--- config.mk ---
export PLATFORM = sky130hd
export DESIGN_NAME = dm_wb_cache
export DESIGN_NICKNAME = d
export VERILOG_FILES = /design/src/rtl/dmc_pkg.sv /design/src/rtl/dmc_tag_store.sv /design/src/rtl/dmc_data_store.sv /design/src/rtl/dm_wb_cache.sv
export SDC_FILE = /design/constraint.sdc
export NUM_CORES = 2
export LEC_CHECK = 0
export ABC_CLOCK_PERIOD_IN_PS = 11350
export BUFFER_PORTS_ARGS = -buffer_cell sky130_fd_sc_hd__buf_2
export CORE_ASPECT_RATIO = 1.25
export CORE_MARGIN = 1
export CORE_UTILIZATION = 65
export CTS_CLUSTER_SIZE = 25
export DETAILED_ROUTE_END_ITERATION = 8
export PLACE_DENSITY = 0.82
export SLEW_MARGIN = 20
export SYNTH_ARGS = -nofsm -noshare
export SYNTH_HDL_FRONTEND = slang
export SYNTH_HIERARCHICAL = 1
export SYNTH_SLANG_ARGS = --single-unit
--- constraint.sdc ---
create_clock -name clk -period 11.35 [get_ports clk]
set_input_delay 1.7025 -clock clk [delete_from_list [all_inputs] [get_ports clk]]
set_output_delay 1.7025 -clock clk [all_outputs]
set_load 0.02 [all_outputs]
--- src/rtl/dmc_pkg.sv ---
package dmc_pkg;
  typedef enum logic [1:0] {
    ST_IDLE,
    ST_WBACK,
    ST_FILL,
    ST_APPLY
  } dmc_state_e;
endpackage

--- src/rtl/dmc_tag_store.sv ---
module dmc_tag_store #(
  parameter int LINES = 16,
  parameter int TAG_W = 8,
  localparam int IDX_W = $clog2(LINES)
) (
  input  logic             clk,
  input  logic             rst,
  input  logic [IDX_W-1:0] rd_idx,
  output logic             rd_valid,
  output logic             rd_dirty,
  output logic [TAG_W-1:0] rd_tag,
  input  logic             wr_en,
  input  logic [IDX_W-1:0] wr_idx,
  input  logic             wr_dirty,
  input  logic [TAG_W-1:0] wr_tag
);
  logic [LINES-1:0] valid_q;
  logic [LINES-1:0] dirty_q;
  logic [TAG_W-1:0] tag_q [LINES];

  always_ff @(posedge clk) begin
    if (rst) begin
      valid_q <= '0;
      dirty_q <= '0;
    end else if (wr_en) begin
      valid_q[wr_idx] <= 1'b1;
      dirty_q[wr_idx] <= wr_dirty;
    end
  end

  always_ff @(posedge clk) begin
    if (wr_en) tag_q[wr_idx] <= wr_tag;
  end

  assign rd_valid = valid_q[rd_idx];
  assign rd_dirty = dirty_q[rd_idx];
  assign rd_tag   = tag_q[rd_idx];
endmodule

--- src/rtl/dmc_data_store.sv ---
module dmc_data_store #(
  parameter int DEPTH  = 64,
  parameter int DATA_W = 32,
  localparam int AW = $clog2(DEPTH)
) (
  input  logic              clk,
  input  logic [AW-1:0]     rd_addr,
  output logic [DATA_W-1:0] rd_data,
  input  logic              wr_en,
  input  logic [AW-1:0]     wr_addr,
  input  logic [DATA_W-1:0] wr_data
);
  logic [DATA_W-1:0] mem_q [DEPTH];

  always_ff @(posedge clk) begin
    if (wr_en) mem_q[wr_addr] <= wr_data;
  end

  assign rd_data = mem_q[rd_addr];
endmodule

--- src/rtl/dm_wb_cache.sv ---
module dm_wb_cache
  import dmc_pkg::*;
#(
  parameter int ADDR_W = 16,
  parameter int DATA_W = 32,
  parameter int LINES  = 16,
  parameter int WORDS  = 4
) (
  input  logic              clk,
  input  logic              rst,
  input  logic              cpu_req,
  input  logic              cpu_we,
  input  logic [ADDR_W-1:0] cpu_addr,
  input  logic [DATA_W-1:0] cpu_wdata,
  output logic [DATA_W-1:0] cpu_rdata,
  output logic              cpu_done,
  output logic              cpu_busy,
  output logic              mem_req,
  output logic              mem_we,
  output logic [ADDR_W-1:0] mem_addr,
  output logic [DATA_W-1:0] mem_wdata,
  input  logic              mem_ack,
  input  logic [DATA_W-1:0] mem_rdata
);
  localparam int OFF_W  = $clog2(DATA_W / 8);
  localparam int WOFF_W = $clog2(WORDS);
  localparam int IDX_W  = $clog2(LINES);
  localparam int TAG_W  = ADDR_W - OFF_W - WOFF_W - IDX_W;
  localparam int DAT_AW = IDX_W + WOFF_W;
  localparam logic [WOFF_W-1:0] LAST_W = WOFF_W'(WORDS - 1);

  // address split of the incoming request
  logic [WOFF_W-1:0] c_word;
  logic [IDX_W-1:0]  c_idx;
  logic [TAG_W-1:0]  c_tag;
  assign c_word = cpu_addr[OFF_W +: WOFF_W];
  assign c_idx  = cpu_addr[OFF_W + WOFF_W +: IDX_W];
  assign c_tag  = cpu_addr[ADDR_W-1 -: TAG_W];

  dmc_state_e        state;
  logic              r_we;
  logic [WOFF_W-1:0] r_word;
  logic [IDX_W-1:0]  r_idx;
  logic [TAG_W-1:0]  r_tag;
  logic [TAG_W-1:0]  r_old_tag;
  logic [DATA_W-1:0] r_wdata;
  logic [WOFF_W-1:0] cnt;

  logic              t_valid, t_dirty;
  logic [TAG_W-1:0]  t_tag;
  logic              t_wr_en, t_wr_dirty;
  logic [IDX_W-1:0]  t_rd_idx, t_wr_idx;
  logic [TAG_W-1:0]  t_wr_tag;

  logic [DAT_AW-1:0] d_rd_addr, d_wr_addr;
  logic [DATA_W-1:0] d_rd, d_wr_data;
  logic              d_wr_en;

  logic accept, hit;
  assign accept   = (state == ST_IDLE) && cpu_req;
  assign t_rd_idx = (state == ST_IDLE) ? c_idx : r_idx;
  assign hit      = t_valid && (t_tag == c_tag);

  dmc_tag_store #(.LINES(LINES), .TAG_W(TAG_W)) u_tags (
    .clk      (clk),
    .rst      (rst),
    .rd_idx   (t_rd_idx),
    .rd_valid (t_valid),
    .rd_dirty (t_dirty),
    .rd_tag   (t_tag),
    .wr_en    (t_wr_en),
    .wr_idx   (t_wr_idx),
    .wr_dirty (t_wr_dirty),
    .wr_tag   (t_wr_tag)
  );

  dmc_data_store #(.DEPTH(LINES * WORDS), .DATA_W(DATA_W)) u_data (
    .clk     (clk),
    .rd_addr (d_rd_addr),
    .rd_data (d_rd),
    .wr_en   (d_wr_en),
    .wr_addr (d_wr_addr),
    .wr_data (d_wr_data)
  );

  // metadata write: write hit in idle, final update when applying a miss
  always_comb begin
    t_wr_en    = 1'b0;
    t_wr_idx   = r_idx;
    t_wr_dirty = r_we;
    t_wr_tag   = r_tag;
    if (accept && hit && cpu_we) begin
      t_wr_en    = 1'b1;
      t_wr_idx   = c_idx;
      t_wr_dirty = 1'b1;
      t_wr_tag   = c_tag;
    end else if (state == ST_APPLY) begin
      t_wr_en = 1'b1;
    end
  end

  // data array port selection
  always_comb begin
    case (state)
      ST_IDLE:  d_rd_addr = {c_idx, c_word};
      ST_WBACK: d_rd_addr = {r_idx, cnt};
      default:  d_rd_addr = {r_idx, r_word};
    endcase
    d_wr_en   = 1'b0;
    d_wr_addr = {r_idx, r_word};
    d_wr_data = r_wdata;
    if (accept && hit && cpu_we) begin
      d_wr_en   = 1'b1;
      d_wr_addr = {c_idx, c_word};
      d_wr_data = cpu_wdata;
    end else if (state == ST_FILL && mem_ack) begin
      d_wr_en   = 1'b1;
      d_wr_addr = {r_idx, cnt};
      d_wr_data = mem_rdata;
    end else if (state == ST_APPLY && r_we) begin
      d_wr_en = 1'b1;
    end
  end

  // memory port driven from state registers only
  assign mem_req   = (state == ST_WBACK) || (state == ST_FILL);
  assign mem_we    = (state == ST_WBACK);
  assign mem_addr  = {(state == ST_WBACK) ? r_old_tag : r_tag, r_idx, cnt, {OFF_W{1'b0}}};
  assign mem_wdata = d_rd;
  assign cpu_busy  = (state != ST_IDLE);

  always_ff @(posedge clk) begin
    if (rst) begin
      state     <= ST_IDLE;
      cnt       <= '0;
      cpu_done  <= 1'b0;
      cpu_rdata <= '0;
      r_we      <= 1'b0;
      r_word    <= '0;
      r_idx     <= '0;
      r_tag     <= '0;
      r_old_tag <= '0;
      r_wdata   <= '0;
    end else begin
      cpu_done <= 1'b0;
      case (state)
        ST_IDLE: begin
          if (cpu_req) begin
            if (hit) begin
              cpu_done <= 1'b1;
              if (!cpu_we) cpu_rdata <= d_rd;
            end else begin
              r_we      <= cpu_we;
              r_word    <= c_word;
              r_idx     <= c_idx;
              r_tag     <= c_tag;
              r_old_tag <= t_tag;
              r_wdata   <= cpu_wdata;
              cnt       <= '0;
              state     <= (t_valid && t_dirty) ? ST_WBACK : ST_FILL;
            end
          end
        end
        ST_WBACK: begin
          if (mem_ack) begin
            cnt <= (cnt == LAST_W) ? '0 : cnt + 1'b1;
            if (cnt == LAST_W) state <= ST_FILL;
          end
        end
        ST_FILL: begin
          if (mem_ack) begin
            cnt <= (cnt == LAST_W) ? '0 : cnt + 1'b1;
            if (cnt == LAST_W) state <= ST_APPLY;
          end
        end
        default: begin
          cpu_done <= 1'b1;
          if (!r_we) cpu_rdata <= d_rd;
          state <= ST_IDLE;
        end
      endcase
    end
  end

  AST_ADDR_ALIGNED: assert property (@(posedge clk) disable iff (rst)
    accept |-> (cpu_addr[OFF_W-1:0] == '0));
  AST_HIT_NO_MEM: assert property (@(posedge clk) disable iff (rst)
    (accept && hit) |=> (!mem_req && cpu_done));
  AST_MISS_STALLS: assert property (@(posedge clk) disable iff (rst)
    (accept && !hit) |=> (cpu_busy && !cpu_done));
  AST_DONE_NOT_BUSY: assert property (@(posedge clk) disable iff (rst)
    cpu_done |-> !cpu_busy);
  AST_NO_WB_AFTER_FILL: assert property (@(posedge clk) disable iff (rst)
    (mem_req && !mem_we) |=> !(mem_req && mem_we));
  AST_MEM_HOLD: assert property (@(posedge clk) disable iff (rst)
    (mem_req && !mem_ack) |=> (mem_req && $stable(mem_we) && $stable(mem_addr)));
endmodule

# Word-level counts from Yosys, hierarchy flattened

Memory sizes are Yosys's and may differ from the RTL's.
Index checks and enable logic that the tools add are counted.

Register bits: 124
Bits in writable memories: 2,176
Output and inout bits: 84
Logic and storage cells: 100
Memories kept: 2

Memories:

| name         | depth | bits a word | read ports | clocked after Yosys merged registers in | write ports | line                 | RTL |
|---|---|---|---|---|---|---|---|
| u_data.mem_q | 64    | 32          | 1          | 0                                       | 1           | dmc_data_store.sv:13 | `logic [DATA_W-1:0] mem_q [DEPTH];` |
| u_tags.tag_q | 16    | 8           | 1          | 0                                       | 1           | dmc_tag_store.sv:19  | `logic [TAG_W-1:0] tag_q [LINES];` |

Add/subtract/negate cells: 1
Order comparisons: 3
Equal/unequal tests: 15
Multiplexer cells: 47
Bitwise operators: 3
Reduce and logical (&&, ||, !) cells: 17

Operators with widths:

| cell               | number |
|---|---|
| $mux 32            | 6 |
| $pmux 32 s2        | 1 |
| $mux 2             | 12 |
| $bwmux 16          | 1 |
| $mux 8             | 2 |
| $or 16x16->16      | 1 |
| $mux 1             | 15 |
| $pmux 6 s2         | 1 |
| $lt 4x5->1 const B | 2 |
| $ne 2x1->1 const B | 5 |
| $ne 2x2->1 const B | 5 |
| $bmux 1 s4         | 2 |
| $eq 8x8->1         | 1 |
| $logic_and 1x1->1  | 8 |
| $mux 4             | 2 |
| $eq 2x2->1 const B | 3 |
| $mux 6             | 1 |
| $pmux 2 s3         | 1 |
| $reduce_and 6->1   | 1 |
| $reduce_and 5->1   | 1 |
| $demux 1 s4        | 1 |
| $ge 4x1->1 const B | 1 |
| $pmux 2 s2         | 1 |
| $reduce_and 4->1   | 1 |
| other kinds (9)    | 11 |

# Logic depth before layout (Yosys ltp)

Depth in word-level cells: 13
Gate-level depth with buffers: 21

# By module

The synthesis kept the hierarchy.

Modules (own cells, without submodules):

| module         | instances | cells each | area an instance (um2) | sequential area each (um2) |
|---|---|---|---|---|
| dmc_data_store | 1         | 3,292      | 77,872.2               | 61,499.0 |
| dmc_tag_store  | 1         | 382        | 6,409.9                | 4,484.3 |
| dm_wb_cache    | 1         | 602        | 4,992.3                | 1,841.8 |

# Worst setup path after synthesis

OpenSTA, ideal clock, no wires.

Path kind: input port to flip-flop
Start: input port cpu_addr[4]
End: memory u_data.mem_q[49][0] (enable)
Library setup time: 0.461 ns
Arrival: 6.823 ns
Required time: 10.889 ns
Slack: 4.066 ns
Stages: 15
Cell sequence: mux2_2 buf_6 buf_6 mux4_1 a22oi_1 nand2_1 xnor2_1 and4_1 nand4_1 clkbuf_1 mux2_2 clkbuf_1 nor2b_1 nand4_1 nor3_1

RTL lines:

| element                         | line                 | RTL |
|---|---|---|
| start: declaration              | dm_wb_cache.sv:13    | `input logic [ADDR_W-1:0] cpu_addr,` |
| $mux 4                          | dm_wb_cache.sv:61    | `assign t_rd_idx = (state == ST_IDLE) ? c_idx : r_idx;` |
| $mem_v2 16x8                    | --                   |  |
| via t_tag[3]                    | dm_wb_cache.sv:50    | `logic [TAG_W-1:0] t_tag;` |
| $eq 8x8->1                      | dm_wb_cache.sv:62    | `assign hit = t_valid && (t_tag == c_tag);` |
| $logic_and 1x1->1               | dm_wb_cache.sv:62    |  |
| $logic_and 1x1->1 (2 in series) | dm_wb_cache.sv:112   | `if (accept && hit && cpu_we) begin` |
| $mux 6                          | dm_wb_cache.sv:112   |  |
| via d_wr_addr[3]                | dm_wb_cache.sv:55    | `logic [DAT_AW-1:0] d_rd_addr, d_wr_addr;` |
| end: declaration                | dmc_data_store.sv:13 |  |

The timed path passes the listed nets, and every way through them passes these cells. The select of a mux whose other input is x is not followed.

# Worst setup path after layout

Start: register state[1]
End: output port mem_wdata[17]

Cells in the longest elaborated chain, start to end: 3

Ends and longest elaborated chain:

| element                                              | line               | RTL |
|---|---|---|
| start: declaration                                   | dm_wb_cache.sv:40  | `dmc_state_e state;` |
| start signal: assignment                             | dm_wb_cache.sv:160 | `state <= (t_valid && t_dirty) ? ST_WBACK : ST_FILL;` |
| $eq 2x1->1 / $logic_not 2->1 (equally long branches) | dm_wb_cache.sv:104 | `case (state)` |
| $pmux 6 s2 (*)                                       | dm_wb_cache.sv:104 |  |
| via d_rd_addr[0]                                     | dm_wb_cache.sv:55  |  |
| $mem_v2 64x32 (*)                                    | --                 |  |
| end: declaration                                     | dm_wb_cache.sv:21  | `output logic [DATA_W-1:0] mem_wdata,` |

The timed path passes the listed nets; every way through them passes the cells marked *.

==> flow_summary_export.csv <==
group,metric,value,unit
cts,cts_made_buffers,202,
synth,synth_seq_cells,2300,
critical_path,path_class,"flop to primary output",
timing,clock_skew,0.0360,ns
cts,clock-sinks,2300,
finish,nNetsFinal,4618,
timing,setup-violations-final,0,
route,num_vias,48400,
job,max_cap_violations,0,
cts,path_clk_slew,0.06,ns
finish,finish.utilization,73.4,%
critical_path,endpoint,"mem_wdata[17]",
placed_design,gp_congestion,0.817,
route,firstDrtPassIters,6,
cts,htreeDepth,4,
timing,fin_crit_sh,73.6,%
critical_path,ff2ff_setup_slack,3.15,ns
critical_path,setup.worst_path.end_class,"primary output",
timing,min_period,8.36,ns
global_routing,grt_max_degree,115,
route,drc,0,
route,first_iter_violations,8041,
pwr,p_int,16400,µW
timing,fin_setup_tns,0,ns
global_routing,antenna_found_initial,18,
pwr,pwr_density_cell,242,nW/µm²
cts,postCtsHoldBufs,0,
pwr,p_total,24200,µW
pwr,leakagePower,0.0319,µW
finish,area_growth,11.7,%
critical_path,r2r-end,"u_data/mem_q[62][1]",
cts,cts.path.max_buffers,3,
critical_path,worst-r2r-cell-count,16,
die,die_x,333,µm
synth,synth_edf_count,2176,
critical_path,r2r-start,"state[1]",
cts,cts_tree,"built",
outcome,outcome,"finished clean",
placed_design,dp_hpwl,123000,µm
die,die_area,139000,µm²
synth,synth_cells,4276,
timing,rsz0062_at_grt,"false",
global_routing,track_usage,36.8,%
synth,syn-cell-area,89300,µm²
global_routing,first_global_vias,49400,
pwr,clock_power_share,28.8,%
route,wire_per_inst,39.0,µm
critical_path,critPathLaunch,"state[1]",
die,io_pins,169,
pwr,combinationalPowerShare,29.5,%
die,chipHeight,416,µm
placed_design,dp.cells,6082,
timing,slew_viol_final,0,
placed_design,place.port_buffers,164,
cts,worstSkewPairLatency,0.85,ns
synth,avgSynthCellArea,20.9,µm²
synth,ys_seq_area_share,76.0,%
critical_path,arrival,6.65,ns
pwr,power_switching,7750,µW
pwr,pwr-share-seq,41.6,%
critical_path,cp-start-kind,"flop",
critical_path,worstPathRequired,9.65,ns
synth,synth_cell_types,58,
worst_hold_path,worstHoldPathCells,2,
timing,hold_violations,0,
cts,post_cts_buffers,0,
global_routing,grt_pass1_wl,355000,µm
die,core_area,136000,µm²
timing,relSlewSlack,10.4,%
worst_hold_path,min_path_type,"flop to flop",
cts,cts-resized-gates,0,
route,drt_wl_total,252000,µm
synth,ys.flop_type,"edfxtp_1",
pwr,power_switching_share,32.1,%
synth,async_reset_ff_share,0,%
timing,fmax,0.120,GHz
critical_path,crit_fanout,111,
synth,ys_warn_count,6,
finish,layout_commonest_cell,"edfxtp_1",
timing,worst_hold_slack,0.458,ns
finish,finalNonFillerCells,6465,
die,initial_core_util,65.7,%
pwr,peakVddDrop,0.000244,V
finish,layout-drive-gt1-share,29.1,%
cts,cts_root_buf,"clkbuf_16",
global_routing,overflow,0,
route,postRouteAntennaNets,0,
finish,most-common-layout-cells,"edfxtp_1 (2176), mux4_2 (572), nand2_1 (213)",
die,floorplan.rows,151,
timing,worst_slew_pin_slew,1.34,ns
route,via_per_inst,7.49,
-- power groups by stage --
| stage | sequential, µW | clock [µW] | combinational, µW |
|---|---|---|---|
| floorplan | 10300 | 0 | 4480 |
| finish | 10100 | 6970 | 7140 |
| global placement | 10200 | 0 | 6550 |
| CTS | 10100 | 6980 | 6970 |
| global route | 10100 | 7260 | 7300 |
| detailed placement | 10200 | 0 | 6730 |
-- metal layers --
metal	vias to the layer above	GRT usage (%)	part of all wire (%)	wire length [µm]
met3	1137	9.05	13	32700
met2	4727	58.9	48	122000
met5	-	0	0.019	47
met1	24400	44.8	30	76700
met4	8	25.3	8.2	20800
li1	18200	-	-	-
-- cells by family after synthesis --
kind of cell | after synthesis | share of synthesized area, %
DFF | 2300 | 76.0
muxes | 767 | 16.9
and+or+nand+nor | 548 | 2.66
AOI/OAI and AO/OA | 381 | 2.85
buffers and inverters | 265 | 1.48
xor gates and xnor gates | 8 | 0.0785
adders and majority gates | 6 | 0.0841
other | 1 | 0.00420
-- worst max-delay path, cell delays in order, from the launching register on --
cell and delay, ns:
dfxtp_1 0.37, inv_1 0.10, ha_1 0.78, a22oi_1 0.31
nand2_4 0.69, buf_12 0.63, mux4_2 0.61, mux2i_1 0.14
nor2_1 0.06, o32ai_1 1.13, nor3_1 0.44, buf_2 0.31
-- synth_stat cells, types with 7 or more instances --
cell type / n / area [µm²]
mux2_2: 24 / 270
and3_1: 9 / 56.3
nor3_1: 17 / 85.1
buf_1: 21 / 78.8
a311oi_1: 8 / 70.1
o22ai_1: 84 / 526
nand2_1: 217 / 815
nand4_1: 8 / 50.1
a22oi_1: 34 / 255
o21ai_0: 9 / 45.0
dfxtp_1: 124 / 2480
nor2b_1: 21 / 131
buf_6: 15 / 169
nor2_1: 205 / 769
mux4_1: 12 / 315
buf_2: 74 / 370
clkbuf_1: 120 / 450
nand3b_1: 7 / 52.6
buf_4: 29 / 218
o221ai_1: 27 / 236
edfxtp_1: 2176 / 65300
mux2i_1: 159 / 1590
o31ai_1: 8 / 60.1
a21oi_1: 133 / 666
nand3_1: 20 / 100
nand2b_1: 13 / 81.3
a21oi_2: 50 / 438
mux4_2: 572 / 12900
-- final cells by class --
| class | count | area (µm²) |
|---|---|---|
| fillers | 6662 | 36200 |
| clock buffers | 260 | 5540 |
| flip-flops and latches | 2300 | 67800 |
| inverters | 5 | 20.0 |
| multi-input cells | 1712 | 21000 |
| diodes | 13 | 32.5 |
| repair buffers | 306 | 1990 |
| clock inverters | 110 | 1050 |
| well taps | 1759 | 2200 |
-- sequential cells by signal (all words and copies together), names as in the netlist, 4 cells and up --
signal / flops
cpu_rdata: 32
r_idx: 4
r_old_tag: 8
r_tag: 8
r_wdata: 32
u_data/mem_q: 2048
u_tags/dirty_q: 16
u_tags/tag_q: 128
u_tags/valid_q: 16
-- stage by stage --
stage	area [µm²]	worst slack [ns]
final	99700	2.99
after global routing	99700	2.88
after floorplan	89300	4.07
after CTS	99700	3.05
after detailed placement	93100	2.65
after global placement	93100	2.82
-- worst min path at each step --
stage,start,endpoint
3_3_place_gp,cpu_rdata[11],cpu_rdata[11]
5_1_grt,r_wdata[10],r_wdata[10]
2_1_floorplan,u_tags/valid_q[2],u_tags/valid_q[2]
6_report,cpu_rdata[28],cpu_rdata[28]
4_1_cts,cpu_rdata[14],cpu_rdata[14]
3_5_place_dp,cpu_rdata[10],cpu_rdata[10]
Power figures use the tool's default switching activity.
